File: src/rtl/swc_pkg.sv
package swc_pkg;

  typedef enum logic [1:0] {
    ST_RUN      = 2'd0,
    ST_SLEEP    = 2'd1,
    ST_STARTUP  = 2'd2,
    ST_RELEASE  = 2'd3
  } swc_state_e;

  // lower code wins arbitration
  typedef enum logic [1:0] {
    CAUSE_EXT  = 2'd0,
    CAUSE_WDT  = 2'd1,
    CAUSE_PORT = 2'd2,
    CAUSE_ADC  = 2'd3
  } swc_cause_e;

  typedef enum logic [1:0] {
    OSC_RC   = 2'd0,
    OSC_HXT  = 2'd1,
    OSC_LXT  = 2'd2,
    OSC_RSVD = 2'd3
  } swc_osc_e;

  // configuration captured when sleep is entered
  typedef struct packed {
    logic keep_clk;
    logic arm_wdt;
    logic arm_port;
    logic arm_adc;
    logic gie;
  } swc_cfg_t;

endpackage

File: src/rtl/swc_rst_sync.sv
module swc_rst_sync #(
  parameter int unsigned STAGES = 2
) (
  input  logic clk_i,
  input  logic rst_ni,
  output logic rst_no
);
  logic [STAGES-1:0] sync_q;

  always_ff @(posedge clk_i or negedge rst_ni) begin
    if (!rst_ni) sync_q <= '0;
    else         sync_q <= {sync_q[STAGES-2:0], 1'b1};
  end

  assign rst_no = sync_q[STAGES-1];
endmodule

File: src/rtl/swc_wake_arb.sv
module swc_wake_arb
  import swc_pkg::*;
(
  input  logic       ext_i,
  input  logic       wdt_i,
  input  logic       port_i,
  input  logic       adc_i,
  input  swc_cfg_t   cfg_i,
  output logic       hit_o,
  output swc_cause_e cause_o
);
  logic [3:0] req;

  // index equals cause code
  assign req = {adc_i  & cfg_i.arm_adc,
                port_i & cfg_i.arm_port,
                wdt_i  & cfg_i.arm_wdt,
                ext_i};

  always_comb begin
    hit_o   = |req;
    cause_o = CAUSE_ADC;
    if (req[0])      cause_o = CAUSE_EXT;
    else if (req[1]) cause_o = CAUSE_WDT;
    else if (req[2]) cause_o = CAUSE_PORT;
  end
endmodule

File: src/rtl/swc_startup_timer.sv
module swc_startup_timer
  import swc_pkg::*;
#(
  parameter int unsigned CLK_CYC     = 32,
  parameter int unsigned REF_TICK_US = 100,
  parameter int unsigned HXT_MS      = 2,
  parameter int unsigned LXT_MS      = 500
) (
  input  logic     clk_i,
  input  logic     rst_ni,
  input  logic     run_i,
  input  logic     tick_i,
  input  swc_osc_e mode_i,
  output logic     done_o
);
  localparam int unsigned HXT_TICKS = (HXT_MS * 1000) / REF_TICK_US;
  localparam int unsigned LXT_TICKS = (LXT_MS * 1000) / REF_TICK_US;
  localparam int unsigned MAX_TICKS = (HXT_TICKS > LXT_TICKS) ? HXT_TICKS : LXT_TICKS;
  localparam int unsigned TW        = $clog2(MAX_TICKS + 2);
  localparam int unsigned CW        = $clog2(CLK_CYC + 2);

  logic [TW-1:0] tick_cnt_q, tick_cnt_d, tick_goal;
  logic [CW-1:0] clk_cnt_q, clk_cnt_d;
  logic          use_clk, ms_done, clk_done;

  always_comb begin
    unique case (mode_i)
      OSC_HXT: tick_goal = TW'(HXT_TICKS);
      OSC_LXT: tick_goal = TW'(LXT_TICKS);
      default: tick_goal = '0;
    endcase
  end

  assign use_clk  = (mode_i != OSC_LXT);
  assign ms_done  = (tick_cnt_q >= tick_goal);
  assign clk_done = (clk_cnt_q == CW'(CLK_CYC));
  assign done_o   = ms_done & (~use_clk | clk_done);

  always_comb begin
    tick_cnt_d = tick_cnt_q;
    clk_cnt_d  = clk_cnt_q;
    if (!run_i) begin
      tick_cnt_d = '0;
      clk_cnt_d  = '0;
    end else begin
      if (tick_i && !ms_done)            tick_cnt_d = tick_cnt_q + 1'b1;
      if (ms_done && use_clk && !clk_done) clk_cnt_d = clk_cnt_q + 1'b1;
    end
  end

  always_ff @(posedge clk_i or negedge rst_ni) begin
    if (!rst_ni) begin
      tick_cnt_q <= '0;
      clk_cnt_q  <= '0;
    end else begin
      tick_cnt_q <= tick_cnt_d;
      clk_cnt_q  <= clk_cnt_d;
    end
  end
endmodule

File: src/rtl/sleep_wake_ctrl.sv
module sleep_wake_ctrl
  import swc_pkg::*;
#(
  parameter int unsigned ADDR_W      = 10,
  parameter int unsigned NUM_TMR     = 4,
  parameter int unsigned CLK_CYC     = 32,
  parameter int unsigned REF_TICK_US = 100,
  parameter int unsigned HXT_MS      = 2,
  parameter int unsigned LXT_MS      = 500,
  parameter int unsigned RESET_VEC   = 0,
  parameter int unsigned PORT_VEC    = 6,
  parameter int unsigned ADC_VEC     = 12
) (
  input  logic              clk_i,
  input  logic              rst_ni,
  input  logic              ref_tick_i,
  input  logic              sleep_i,
  input  logic [ADDR_W-1:0] next_pc_i,
  input  logic              gie_i,
  input  logic              wdt_en_i,
  input  logic              port_wake_en_i,
  input  logic              adc_wake_en_i,
  input  logic              adc_busy_i,
  input  logic [1:0]        osc_mode_i,
  input  logic              ext_reset_i,
  input  logic              wdt_timeout_i,
  input  logic              port_change_i,
  input  logic              adc_done_i,
  output logic              osc_en_o,
  output logic [NUM_TMR-1:0] tmr_en_o,
  output logic              wdt_clr_o,
  output logic              core_rst_o,
  output logic              flag_to_o,
  output logic              flag_pd_o,
  output logic              wake_done_o,
  output logic [1:0]        wake_cause_o,
  output logic [ADDR_W-1:0] resume_pc_o
);
  logic rst_n_s;

  swc_rst_sync #(.STAGES(2)) u_rst_sync (
    .clk_i  (clk_i),
    .rst_ni (rst_ni),
    .rst_no (rst_n_s)
  );

  swc_state_e        state_q, state_d;
  swc_cfg_t          cfg_q, cfg_d;
  logic [ADDR_W-1:0] next_pc_q;
  swc_cause_e        cause_q, cause_d;
  logic              wdt_clr_q;
  logic              flag_to_q, flag_pd_q;

  logic cfg_en, cause_en, flag_en;
  logic hit, tmr_done, clk_gated, reset_type;

  // ---------------- wake arbitration ----------------
  swc_wake_arb u_arb (
    .ext_i   (ext_reset_i),
    .wdt_i   (wdt_timeout_i),
    .port_i  (port_change_i),
    .adc_i   (adc_done_i),
    .cfg_i   (cfg_q),
    .hit_o   (hit),
    .cause_o (cause_d)
  );

  // ---------------- start-up delay ----------------
  swc_startup_timer #(
    .CLK_CYC     (CLK_CYC),
    .REF_TICK_US (REF_TICK_US),
    .HXT_MS      (HXT_MS),
    .LXT_MS      (LXT_MS)
  ) u_timer (
    .clk_i  (clk_i),
    .rst_ni (rst_n_s),
    .run_i  (state_q == ST_STARTUP),
    .tick_i (ref_tick_i),
    .mode_i (swc_osc_e'(osc_mode_i)),
    .done_o (tmr_done)
  );

  // ---------------- next state ----------------
  always_comb begin
    state_d = state_q;
    unique case (state_q)
      ST_RUN:     if (sleep_i)  state_d = ST_SLEEP;
      ST_SLEEP:   if (hit)      state_d = ST_STARTUP;
      ST_STARTUP: if (tmr_done) state_d = ST_RELEASE;
      default:                  state_d = ST_RUN;
    endcase
  end

  assign cfg_en   = (state_q == ST_RUN) & sleep_i;
  assign cause_en = (state_q == ST_SLEEP) & hit;
  assign flag_en  = (state_q == ST_STARTUP) & tmr_done;

  always_comb begin
    cfg_d.keep_clk = adc_busy_i;
    cfg_d.arm_wdt  = wdt_en_i;
    cfg_d.arm_port = port_wake_en_i & ~wdt_en_i;
    cfg_d.arm_adc  = adc_wake_en_i  & ~wdt_en_i;
    cfg_d.gie      = gie_i;
  end

  // ---------------- registers ----------------
  always_ff @(posedge clk_i or negedge rst_n_s) begin
    if (!rst_n_s) begin
      state_q   <= ST_RUN;
      cfg_q     <= '0;
      next_pc_q <= '0;
      cause_q   <= CAUSE_EXT;
      wdt_clr_q <= 1'b0;
      flag_to_q <= 1'b0;
      flag_pd_q <= 1'b0;
    end else begin
      state_q   <= state_d;
      wdt_clr_q <= cfg_en;
      if (cfg_en) begin
        cfg_q     <= cfg_d;
        next_pc_q <= next_pc_i;
      end
      if (cause_en) cause_q <= cause_d;
      if (flag_en) begin
        flag_to_q <= (cause_q == CAUSE_WDT);
        flag_pd_q <= 1'b1;
      end
    end
  end

  // ---------------- outputs ----------------
  assign reset_type = (cause_q == CAUSE_EXT) | (cause_q == CAUSE_WDT);
  assign clk_gated  = ~cfg_q.keep_clk &
                      ((state_q == ST_SLEEP) | (state_q == ST_STARTUP));

  assign osc_en_o = ~(~cfg_q.keep_clk & (state_q == ST_SLEEP));

  for (genvar g = 0; g < NUM_TMR; g++) begin : g_tmr_en
    assign tmr_en_o[g] = ~clk_gated;
  end

  always_comb begin
    if (reset_type)
      resume_pc_o = ADDR_W'(RESET_VEC);
    else if (!cfg_q.gie)
      resume_pc_o = next_pc_q;
    else if (cause_q == CAUSE_PORT)
      resume_pc_o = ADDR_W'(PORT_VEC);
    else
      resume_pc_o = ADDR_W'(ADC_VEC);
  end

  assign wdt_clr_o    = wdt_clr_q;
  assign core_rst_o   = (state_q == ST_STARTUP) & reset_type;
  assign wake_done_o  = (state_q == ST_RELEASE);
  assign wake_cause_o = cause_q;
  assign flag_to_o    = flag_to_q;
  assign flag_pd_o    = flag_pd_q;
endmodule

File: config.mk
export PLATFORM = sky130hd
export DESIGN_NAME = sleep_wake_ctrl
export DESIGN_NICKNAME = d
export VERILOG_FILES = /design/src/rtl/swc_pkg.sv /design/src/rtl/swc_rst_sync.sv /design/src/rtl/swc_wake_arb.sv /design/src/rtl/swc_startup_timer.sv /design/src/rtl/sleep_wake_ctrl.sv
export SDC_FILE = /design/constraint.sdc
export NUM_CORES = 1
export LEC_CHECK = 0
export ABC_AREA = 1
export BUFFER_PORTS_ARGS = -buffer_cell sky130_fd_sc_hd__buf_2
export CAP_MARGIN = 10
export CORE_MARGIN = 10
export CORE_UTILIZATION = 60
export DETAILED_ROUTE_END_ITERATION = 8
export PLACE_DENSITY = 0.91
export SLEW_MARGIN = 20
export SYNTH_ARGS = -nofsm -noshare
export SYNTH_HDL_FRONTEND = slang
export SYNTH_HIERARCHICAL = 1
export SYNTH_SLANG_ARGS = --single-unit
File: constraint.sdc
create_clock -name clk_i -period 1.9 [get_ports clk_i]
set_input_delay 0.38 -clock clk_i [delete_from_list [all_inputs] [get_ports clk_i]]
set_output_delay 0.38 -clock clk_i [all_outputs]
set_load 0.1 [all_outputs]
==> impl_table.tex, run 1 <==
\begin{tabular}{lr}
\hline
Metric & Value \\
\hline
\multicolumn{2}{l}{\textbf{Global routing}} \\
\quad Global-route wire length before repair & 11.8 mm \\
\quad Overflow after GRT & 0 \\
\quad Vias in the first global route & 2633 \\
\quad Number of antenna violations at the first check in global routing & 0 \\
\quad Overall global routing resource usage & 0.190 \\
\quad Pin count of the biggest net entering global routing & 33 \\
\multicolumn{2}{l}{\textbf{CTS}} \\
\quad Clock sink count & 43 \\
\quad Clock root buffer master & sky130\_fd\_sc\_hd\_\_clkbuf\_8 \\
\quad Clock latency reported for the late side of the worst-skew pair & 0.30 ns \\
\quad TritonCTS clock tree & done \\
\quad Number of clock buffers inserted by TritonCTS & 5 \\
\quad Clock Pin Slew Worst Setup and Hold Paths & 0.09 ns \\
\quad Number of H-tree levels & 2 \\
\quad Clock buffer depth & 2 \\
\multicolumn{2}{l}{\textbf{Die}} \\
\quad Effective utilization at floorplan & 0.621 \\
\quad Total Die Area & 0.00759 mm\^{}2 \\
\quad Floorplan row count & 24 \\
\quad Overall die width & 87.1 um \\
\quad Die boundary height & 87.1 um \\
\quad Floorplan Core Area & 0.00435 mm\^{}2 \\
\quad I/O pin cnt & 47 \\
\multicolumn{2}{l}{\textbf{Place}} \\
\quad Post-DP HPWL & 5.09 mm \\
\quad RD Place Congestion & 0.995 \\
\quad Number of buffers inserted by port buffering & 46 \\
\multicolumn{2}{l}{\textbf{Route}} \\
\quad Total DRC errors in the routed layout & 0 \\
\quad Post-detailed-route wirelength per cell & 15.2 um \\
\quad Antenna Nets Post-Route & 0 \\
\quad Via Count & 2601 \\
\quad Number of DRC markers after the initial detailed-route iteration & 268 \\
\quad Mean number of vias per cell & 5.50 \\
\quad Wire length reported by the detailed router & 7.17 mm \\
\quad Detailed-routing iteration count for the pre-antenna-repair pass & 5 \\
\multicolumn{2}{l}{\textbf{Yosys}} \\
\quad Post-synth EDFFs & 0 \\
\quad Post-synth top area cell & sky130\_fd\_sc\_hd\_\_dfrtp\_1 \\
\quad Area share of the largest cell type after synthesis & 0.398 \\
\quad Sequential share of the synthesized area & 0.398 \\
\quad Cell count after synthesis & 357 \\
\quad Commonest register cell after synthesis & sky130\_fd\_sc\_hd\_\_dfrtp\_1 \\
\quad Synth warnings & 6 \\
\quad Proportion of synthesized flip-flops having asynchronous set or reset & 1.00 \\
\quad Number of distinct library cells after synthesis & 31 \\
\quad Number of nets produced by synthesis & 399 \\
\quad Largest cells by area after synthesis & sky130\_fd\_sc\_hd\_\_dfrtp\_1 40\%, sky130\_fd\_sc\_hd\_\_nand2\_1 14\%, sky130\_fd\_sc\_hd\_\_ha\_1 7.9\% \\
\quad Average footprint of a synthesized cell & 7.57 um\^{}2 \\
\quad Seq cells post-synth & 43 \\
\quad Post-synth design cell area & 0.00270 mm\^{}2 \\
\multicolumn{2}{l}{\textbf{Setup path}} \\
\quad Signal arrival time at the worst endpoint & 2.12 ns \\
\quad Register-to-register setup slack & 0.03 ns \\
\quad CP dominant cell by count & sky130\_fd\_sc\_hd\_\_nand2\_1 \\
\quad Type of the worst setup path & input pin to flop \\
\quad Worst reg2reg path endpoint & state\_q[0] \\
\quad Series of cell instances along the critical path & buf\_2, inv\_1, nand2\_2, ha\_1, nand2\_1, nor2\_4, nand2\_2, a21oi\_2, nor2\_4, nor2\_2, inv\_1, nand2\_1, inv\_1, nor2\_2, nand2\_1, nand2\_1 \\
\quad Startpoint type of the worst setup path & input pin \\
\quad Worst-path cell with the longest stage delay & sky130\_fd\_sc\_hd\_\_ha\_1 \\
\quad Largest stage delay, worst path & 0.32 ns \\
\quad Number of cell instances on the worst register-to-register path & 13 \\
\quad Crit-path leading delay family & simple AND/OR/NAND/NOR gates \\
\quad Data required time at the worst endpoint & 2.15 ns \\
\quad Total buffers and inverters traversed by the critical path & 4 \\
\quad Critical path capture point type & flop \\
\quad Number of cells on the critical path & 16 \\
\quad Highest fanout seen on the critical path & 6 \\
\quad Critical register-to-register path startpoint & u\_timer/tick\_cnt\_q[12] \\
\multicolumn{2}{l}{\textbf{Layout}} \\
\quad Synthesis-to-finish area growth & 31.0\% \\
\quad Count of antenna diodes in the layout & 0 \\
\quad Core occupancy in the finished layout & 0.813 \\
\quad Total number of nets in the final design & 462 \\
\quad Proportion of layout cells with a drive suffix above 1 & 0.316 \\
\multicolumn{2}{l}{\textbf{Power and ir drop}} \\
\quad Total Power & 0.00590 W \\
\quad Areal power density over the cells & 1670 mW/mm\^{}2 \\
\quad Leakage power figure & 1.83 nW \\
\quad Worst IR Drop VDD & 2.67 mV \\
\multicolumn{2}{l}{\textbf{STA}} \\
\quad Worst Hold Margin & 0.207 ns \\
\quad Endpoints failing hold & 0 \\
\quad Highest clock frequency the design can meet & 0.535 GHz \\
\quad Period utilisation layout & 0.983 \\
\quad Total setup violations reported at the end of the flow & 0 \\
\quad Transition time of the tightest slew-check pin & 0.509 ns \\
\quad Worst rel slew slack & 0.661 \\
\quad Final sum of negative setup slack & 0 ns \\
\quad Pins over their slew limit & 0 \\
\quad Max Clock Skew & 0.00500 ns \\
\quad Min Clock Period, post-route & 1.87 ns \\
\quad Setup repair after global routing missed its margin & true \\
\multicolumn{2}{l}{\textbf{Worst hold path}} \\
\quad Class of the worst hold path & flop to asynchronous set/reset pin \\
\multicolumn{2}{l}{\textbf{Run status}} \\
\quad Outcome & complete, no violations \\
\multicolumn{2}{l}{\textbf{Flow run}} \\
\quad Max-cap check violation count & 0 \\
\hline
\end{tabular}
report_power, final:
group | internal, W | switching (W) | total (W) | leakage (nW)
Combinational | 0.00113 | 0.00286 | 0.00399 | 1.23
Sequential | 0.00115 | 0.000168 | 0.00132 | 0.553
Clock | 0.000256 | 0.000344 | 0.000601 | 0.0402
per-stage QoR:
step	area [um^2]	worst slack, ns	std cells
after CTS	3460	0.00616	472
after global routing	3540	-0.0888	473
final	3540	0.0324	473
after floorplan	2800	0.00999	357
after global placement	3350	-0.160	461
after detailed placement	3350	-0.299	461
placed cells by master (no fill, tap or decap), types with 2 or more instances in the layout:
cell                         instances
sky130_fd_sc_hd__clkbuf_8            5
sky130_fd_sc_hd__a21oi_2             3
sky130_fd_sc_hd__buf_12             14
sky130_fd_sc_hd__xnor2_1             3
sky130_fd_sc_hd__nor2_1             30
sky130_fd_sc_hd__inv_1              38
sky130_fd_sc_hd__nor2_4             11
sky130_fd_sc_hd__ha_4                2
sky130_fd_sc_hd__nor3_1              4
sky130_fd_sc_hd__xor2_1              9
sky130_fd_sc_hd__nand2_1            97
sky130_fd_sc_hd__nand4_1             9
sky130_fd_sc_hd__buf_4              19
sky130_fd_sc_hd__nand2_2            18
sky130_fd_sc_hd__a21oi_1             4
sky130_fd_sc_hd__o21ai_0             9
sky130_fd_sc_hd__dfrtp_1            39
sky130_fd_sc_hd__dfrtp_2             3
sky130_fd_sc_hd__nand2_4             4
sky130_fd_sc_hd__ha_1               14
sky130_fd_sc_hd__clkinvlp_4          2
sky130_fd_sc_hd__clkinv_2            2
sky130_fd_sc_hd__inv_2               5
sky130_fd_sc_hd__nand3_1            27
sky130_fd_sc_hd__a21oi_4             2
sky130_fd_sc_hd__nor2_2              5
sky130_fd_sc_hd__buf_2              31
Yosys cell counts (4+ instances only):
library cell and number:
sky130_fd_sc_hd__nand2_2 14, sky130_fd_sc_hd__inv_2 5, sky130_fd_sc_hd__dfrtp_1 43, sky130_fd_sc_hd__nand3_1 27
sky130_fd_sc_hd__ha_1 17, sky130_fd_sc_hd__o21ai_0 9, sky130_fd_sc_hd__xor2_1 9, sky130_fd_sc_hd__a21oi_1 6
sky130_fd_sc_hd__inv_1 38, sky130_fd_sc_hd__nor3_1 4, sky130_fd_sc_hd__nor2_1 42, sky130_fd_sc_hd__nand2_1 103
sky130_fd_sc_hd__nor2_2 4, sky130_fd_sc_hd__buf_6 4, sky130_fd_sc_hd__nand4_1 9
routing by layer:
| metal | vias up | GRT usage | part of all wire | routed length [um] |
|---|---|---|---|---|
| met5 | - | 0 | 0 | 0 |
| met2 | 135 | 0.307 | 0.49 | 3540 |
| li1 | 1236 | - | - | - |
| met4 | 0 | 0.0710 | 0.020 | 141 |
| met3 | 20 | 0.0665 | 0.085 | 610 |
| met1 | 1210 | 0.226 | 0.40 | 2880 |
cell families after synthesis:
group,share of synthesized area
AO/OA/AOI/OAI,0.0523
XOR/XNOR,0.0389
adder cells (fa/ha/maj),0.0787
buffers and inverters,0.0949
flip-flops,0.398
other,0.00139
AND/OR/NAND/NOR,0.336
worst register-to-register path, delay by kind of cell, from the launching register on:
kind	cells	cell delay, ns
AOI/OAI and AO/OA	1	0.18
adders and majority gates	1	0.29
buffers and inverters	2	0.11
DFF	1	0.42
and+or+nand+nor	9	0.80
cell type report:
type / instances / area (um^2)
tap: 52 / 65.1
sequential: 43 / 1080
multi-input combinational: 258 / 1520
timing repair buffer: 67 / 607
inverter: 45 / 173
clock buffer: 5 / 68.8
clock inverter: 3 / 20.0
fill: 242 / 813
registers in the layout (all words and copies together) (netlist names):
signal / flops
next_pc_q: 10
flag_pd_o: 1
cfg_q: 5
wake_cause_o: 2
u_timer/tick_cnt_q: 13
u_timer/clk_cnt_q: 6
flag_to_o: 1
state_q: 2
wdt_clr_o: 1
u_rst_sync/sync_q: 2
how the worst max path moves through the flow:
stage	from	end	slack, ns
2_1_floorplan	wake_cause_o[0]	resume_pc_o[1]	0.01
3_3_place_gp	osc_mode_i[0]	state_q[0]	-0.16
3_5_place_dp	osc_mode_i[0]	state_q[0]	-0.30
4_1_cts	cfg_q[0]	resume_pc_o[3]	0.006
5_1_grt	osc_mode_i[0]	state_q[0]	-0.09
6_report	osc_mode_i[0]	state_q[0]	0.03
repair_timing:
item                                   in CTS  in global routing
pin swaps                                   0                  3
resized for setup                           1                 18
setup buffers                               2                  1
endpoints found under the hold margin       2                  0
setup endpoints to repair                   7                 17
hold buffers                                1                  0
Power figures use the tool's default switching activity.
==> inputs of run 2 (changes only) <==
Settings changed: CORE_UTILIZATION 60 to 59, PLACE_DENSITY 0.91 to 0.89.
==> impl_table.tex, run 2 (synthesis gave the netlist of run 1 again) <==
\begin{tabular}{lr}
\hline
Metric & Value \\
\hline
\multicolumn{2}{l}{\textbf{Power and ir drop}} \\
\quad Total Power & 0.00591 W \\
\quad Leakage power figure & 1.83 nW \\
\quad Areal power density over the cells & 1650 mW/mm\^{}2 \\
\quad Worst IR Drop VDD & 2.61 mV \\
\multicolumn{2}{l}{\textbf{Route}} \\
\quad Detailed-routing iteration count for the pre-antenna-repair pass & 4 \\
\quad Antenna Nets Post-Route & 0 \\
\quad Number of DRC markers after the initial detailed-route iteration & 185 \\
\quad Via Count & 2533 \\
\quad Wire length reported by the detailed router & 7.25 mm \\
\quad Total DRC errors in the routed layout & 0 \\
\quad Mean number of vias per cell & 5.36 \\
\quad Post-detailed-route wirelength per cell & 15.3 um \\
\multicolumn{2}{l}{\textbf{Setup path}} \\
\quad CP dominant cell by count & sky130\_fd\_sc\_hd\_\_nand2\_1 \\
\quad Number of cell instances on the worst register-to-register path & 15 \\
\quad Worst-path cell with the longest stage delay & sky130\_fd\_sc\_hd\_\_dfrtp\_1 \\
\quad Largest stage delay, worst path & 0.43 ns \\
\quad Startpoint type of the worst setup path & flop \\
\quad Data required time at the worst endpoint & 2.10 ns \\
\quad Total buffers and inverters traversed by the critical path & 3 \\
\quad Highest fanout seen on the critical path & 3 \\
\quad Type of the worst setup path & flop to flop \\
\quad Series of cell instances along the critical path & ha\_1, nand2\_1, inv\_1, nand2\_1, nand2\_2, nand2\_1, nand2\_2, nor2\_4, nor2\_4, inv\_1, nand2\_1, inv\_1, nor2\_2, nand2\_1, nand2\_1 \\
\quad Signal arrival time at the worst endpoint & 2.07 ns \\
\quad Crit-path leading delay family & simple AND/OR/NAND/NOR gates \\
\quad Number of cells on the critical path & 15 \\
\quad Critical path capture point type & flop \\
\multicolumn{2}{l}{\textbf{CTS}} \\
\quad Clock buffer depth & 2 \\
\quad Clock root buffer master & sky130\_fd\_sc\_hd\_\_clkbuf\_8 \\
\quad TritonCTS clock tree & done \\
\quad Number of H-tree levels & 2 \\
\quad Number of clock buffers inserted by TritonCTS & 5 \\
\quad Clock Pin Slew Worst Setup and Hold Paths & 0.08 ns \\
\quad Clock latency reported for the late side of the worst-skew pair & 0.31 ns \\
\quad Clock sink count & 43 \\
\multicolumn{2}{l}{\textbf{Global routing}} \\
\quad Global-route wire length before repair & 11.9 mm \\
\quad Pin count of the biggest net entering global routing & 26 \\
\quad Number of antenna violations at the first check in global routing & 0 \\
\quad Vias in the first global route & 2615 \\
\quad Overall global routing resource usage & 0.193 \\
\quad Overflow after GRT & 0 \\
\multicolumn{2}{l}{\textbf{Layout}} \\
\quad Number of filler cells placed in the layout & 265 \\
\quad Leading cell type in the layout, fill and taps excluded & sky130\_fd\_sc\_hd\_\_nand2\_1 \\
\quad Proportion of layout cells with a drive suffix above 1 & 0.330 \\
\quad Flip-flop count of the largest register after layout & 13 \\
\quad Largest register by flop count & u\_timer/tick\_cnt\_q \\
\quad Final non-filler cell area & 0.00358 mm\^{}2 \\
\quad Count of antenna diodes in the layout & 0 \\
\quad Total number of nets in the final design & 462 \\
\quad Commonest non-fill, non-tap cells in the layout & 97 x sky130\_fd\_sc\_hd\_\_nand2\_1, 39 x sky130\_fd\_sc\_hd\_\_dfrtp\_1, 38 x sky130\_fd\_sc\_hd\_\_inv\_1, 30 x sky130\_fd\_sc\_hd\_\_buf\_2, 27 x sky130\_fd\_sc\_hd\_\_nand3\_1 \\
\quad Synthesis-to-finish area growth & 32.3\% \\
\quad Largest registers & u\_timer/tick\_cnt\_q: 13 flops, next\_pc\_q: 10 flops, u\_timer/clk\_cnt\_q: 6 flops \\
\multicolumn{2}{l}{\textbf{STA}} \\
\quad Endpoints failing hold & 0 \\
\quad Min Clock Period, post-route & 1.87 ns \\
\quad Highest clock frequency the design can meet & 0.534 GHz \\
\quad Period utilisation layout & 0.985 \\
\quad Worst Hold Margin & 0.215 ns \\
\quad Pins over their slew limit & 0 \\
\quad Total setup violations reported at the end of the flow & 0 \\
\quad Max Clock Skew & 0.00616 ns \\
\quad Setup repair after global routing missed its margin & true \\
\quad Final sum of negative setup slack & 0 ns \\
\multicolumn{2}{l}{\textbf{Die}} \\
\quad Floorplan row count & 24 \\
\quad Floorplan Core Area & 0.00438 mm\^{}2 \\
\quad Die boundary height & 87.7 um \\
\quad Effective utilization at floorplan & 0.617 \\
\quad Overall die width & 87.7 um \\
\quad I/O pin cnt & 47 \\
\quad Total Die Area & 0.00769 mm\^{}2 \\
\multicolumn{2}{l}{\textbf{Place}} \\
\quad Post-DP HPWL & 5.22 mm \\
\quad RD Place Congestion & 0.917 \\
\quad Cell area after placement & 0.00334 mm\^{}2 \\
\quad Number of buffers inserted by port buffering & 46 \\
\multicolumn{2}{l}{\textbf{Flow run}} \\
\quad Max-cap check violation count & 0 \\
\multicolumn{2}{l}{\textbf{Run status}} \\
\quad Outcome & complete, no violations \\
\multicolumn{2}{l}{\textbf{Worst hold path}} \\
\quad Class of the worst hold path & flop to asynchronous set/reset pin \\
\hline
\end{tabular}
run 2: cell types whose count changed in the layout (fill, tap and decap cells not counted), sizes merged:
| cell | previous run | this run |
|---|---|---|
| clkbuf | 6 | 7 |
| buf | 65 | 64 |
run 2: power by group:
| part | switching, W | internal [W] |
|---|---|---|
| sequential | 0.000166 | 0.00115 |
| combinational | 0.00288 | 0.00112 |
| clock | 0.000346 | 0.000256 |
run 2: routing by layer:
| layer | share of wire | vias up | global-route usage |
|---|---|---|---|
| met5 | 0 | - | 0 |
| met4 | 0.022 | 0 | 0.0797 |
| met3 | 0.068 | 17 | 0.0706 |
| met2 | 0.52 | 87 | 0.321 |
| met1 | 0.39 | 1197 | 0.218 |
| li1 | - | 1232 | - |
run 2: worst paths after layout:
| kind | startpoint | end | slack [ns] |
|---|---|---|---|
| worst max-delay path | u_timer/tick_cnt_q[7] | state_q[1] | 0.03 |
| worst min-delay path | u_rst_sync/sync_q[1] | state_q[0] | 0.21 |
| worst max register to register | u_timer/tick_cnt_q[7] | state_q[1] | 0.03 |
| worst min register to register | u_rst_sync/sync_q[1] | state_q[0] | 0.21 |
| max in group asynchronous | u_rst_sync/sync_q[1] | u_timer/tick_cnt_q[2] | 1.37 |
| min in group clk_i | next_pc_i[0] | next_pc_q[0] | 0.27 |
run 2: final cells by class:
| cell class | count | area [um^2] | share of cell area |
|---|---|---|---|
| repair buffers | 67 | 606 | 0.169 |
| multi-input cells | 258 | 1560 | 0.436 |
| clock inverters | 3 | 20.0 | 0.00560 |
| flip-flops and latches | 43 | 1080 | 0.303 |
| clock buffers | 5 | 68.8 | 0.0192 |
| well taps | 52 | 65.1 | 0.0182 |
| inverters | 45 | 173 | 0.0483 |
run 2: stage by stage:
stage | setup WS (ns) | std cells | utilization
final | 0.0284 | 473 | 0.816
after global routing | -0.115 | 473 | 0.816
after CTS | 0.0148 | 472 | 0.795
after detailed placement | -0.319 | 460 | 0.762
after global placement | -0.156 | 460 | 0.762
after floorplan | 0.00999 | 357 | -
run 2: timing repair:
item | 4_1_cts | 5_1_grt
hold endpoints to repair | 2 | 0
resized for setup | 5 | 21
endpoints found under the setup margin | 10 | 11
buffers inserted | 3 | 1
pin swaps | 1 | 7
hold buffers | 1 | 0
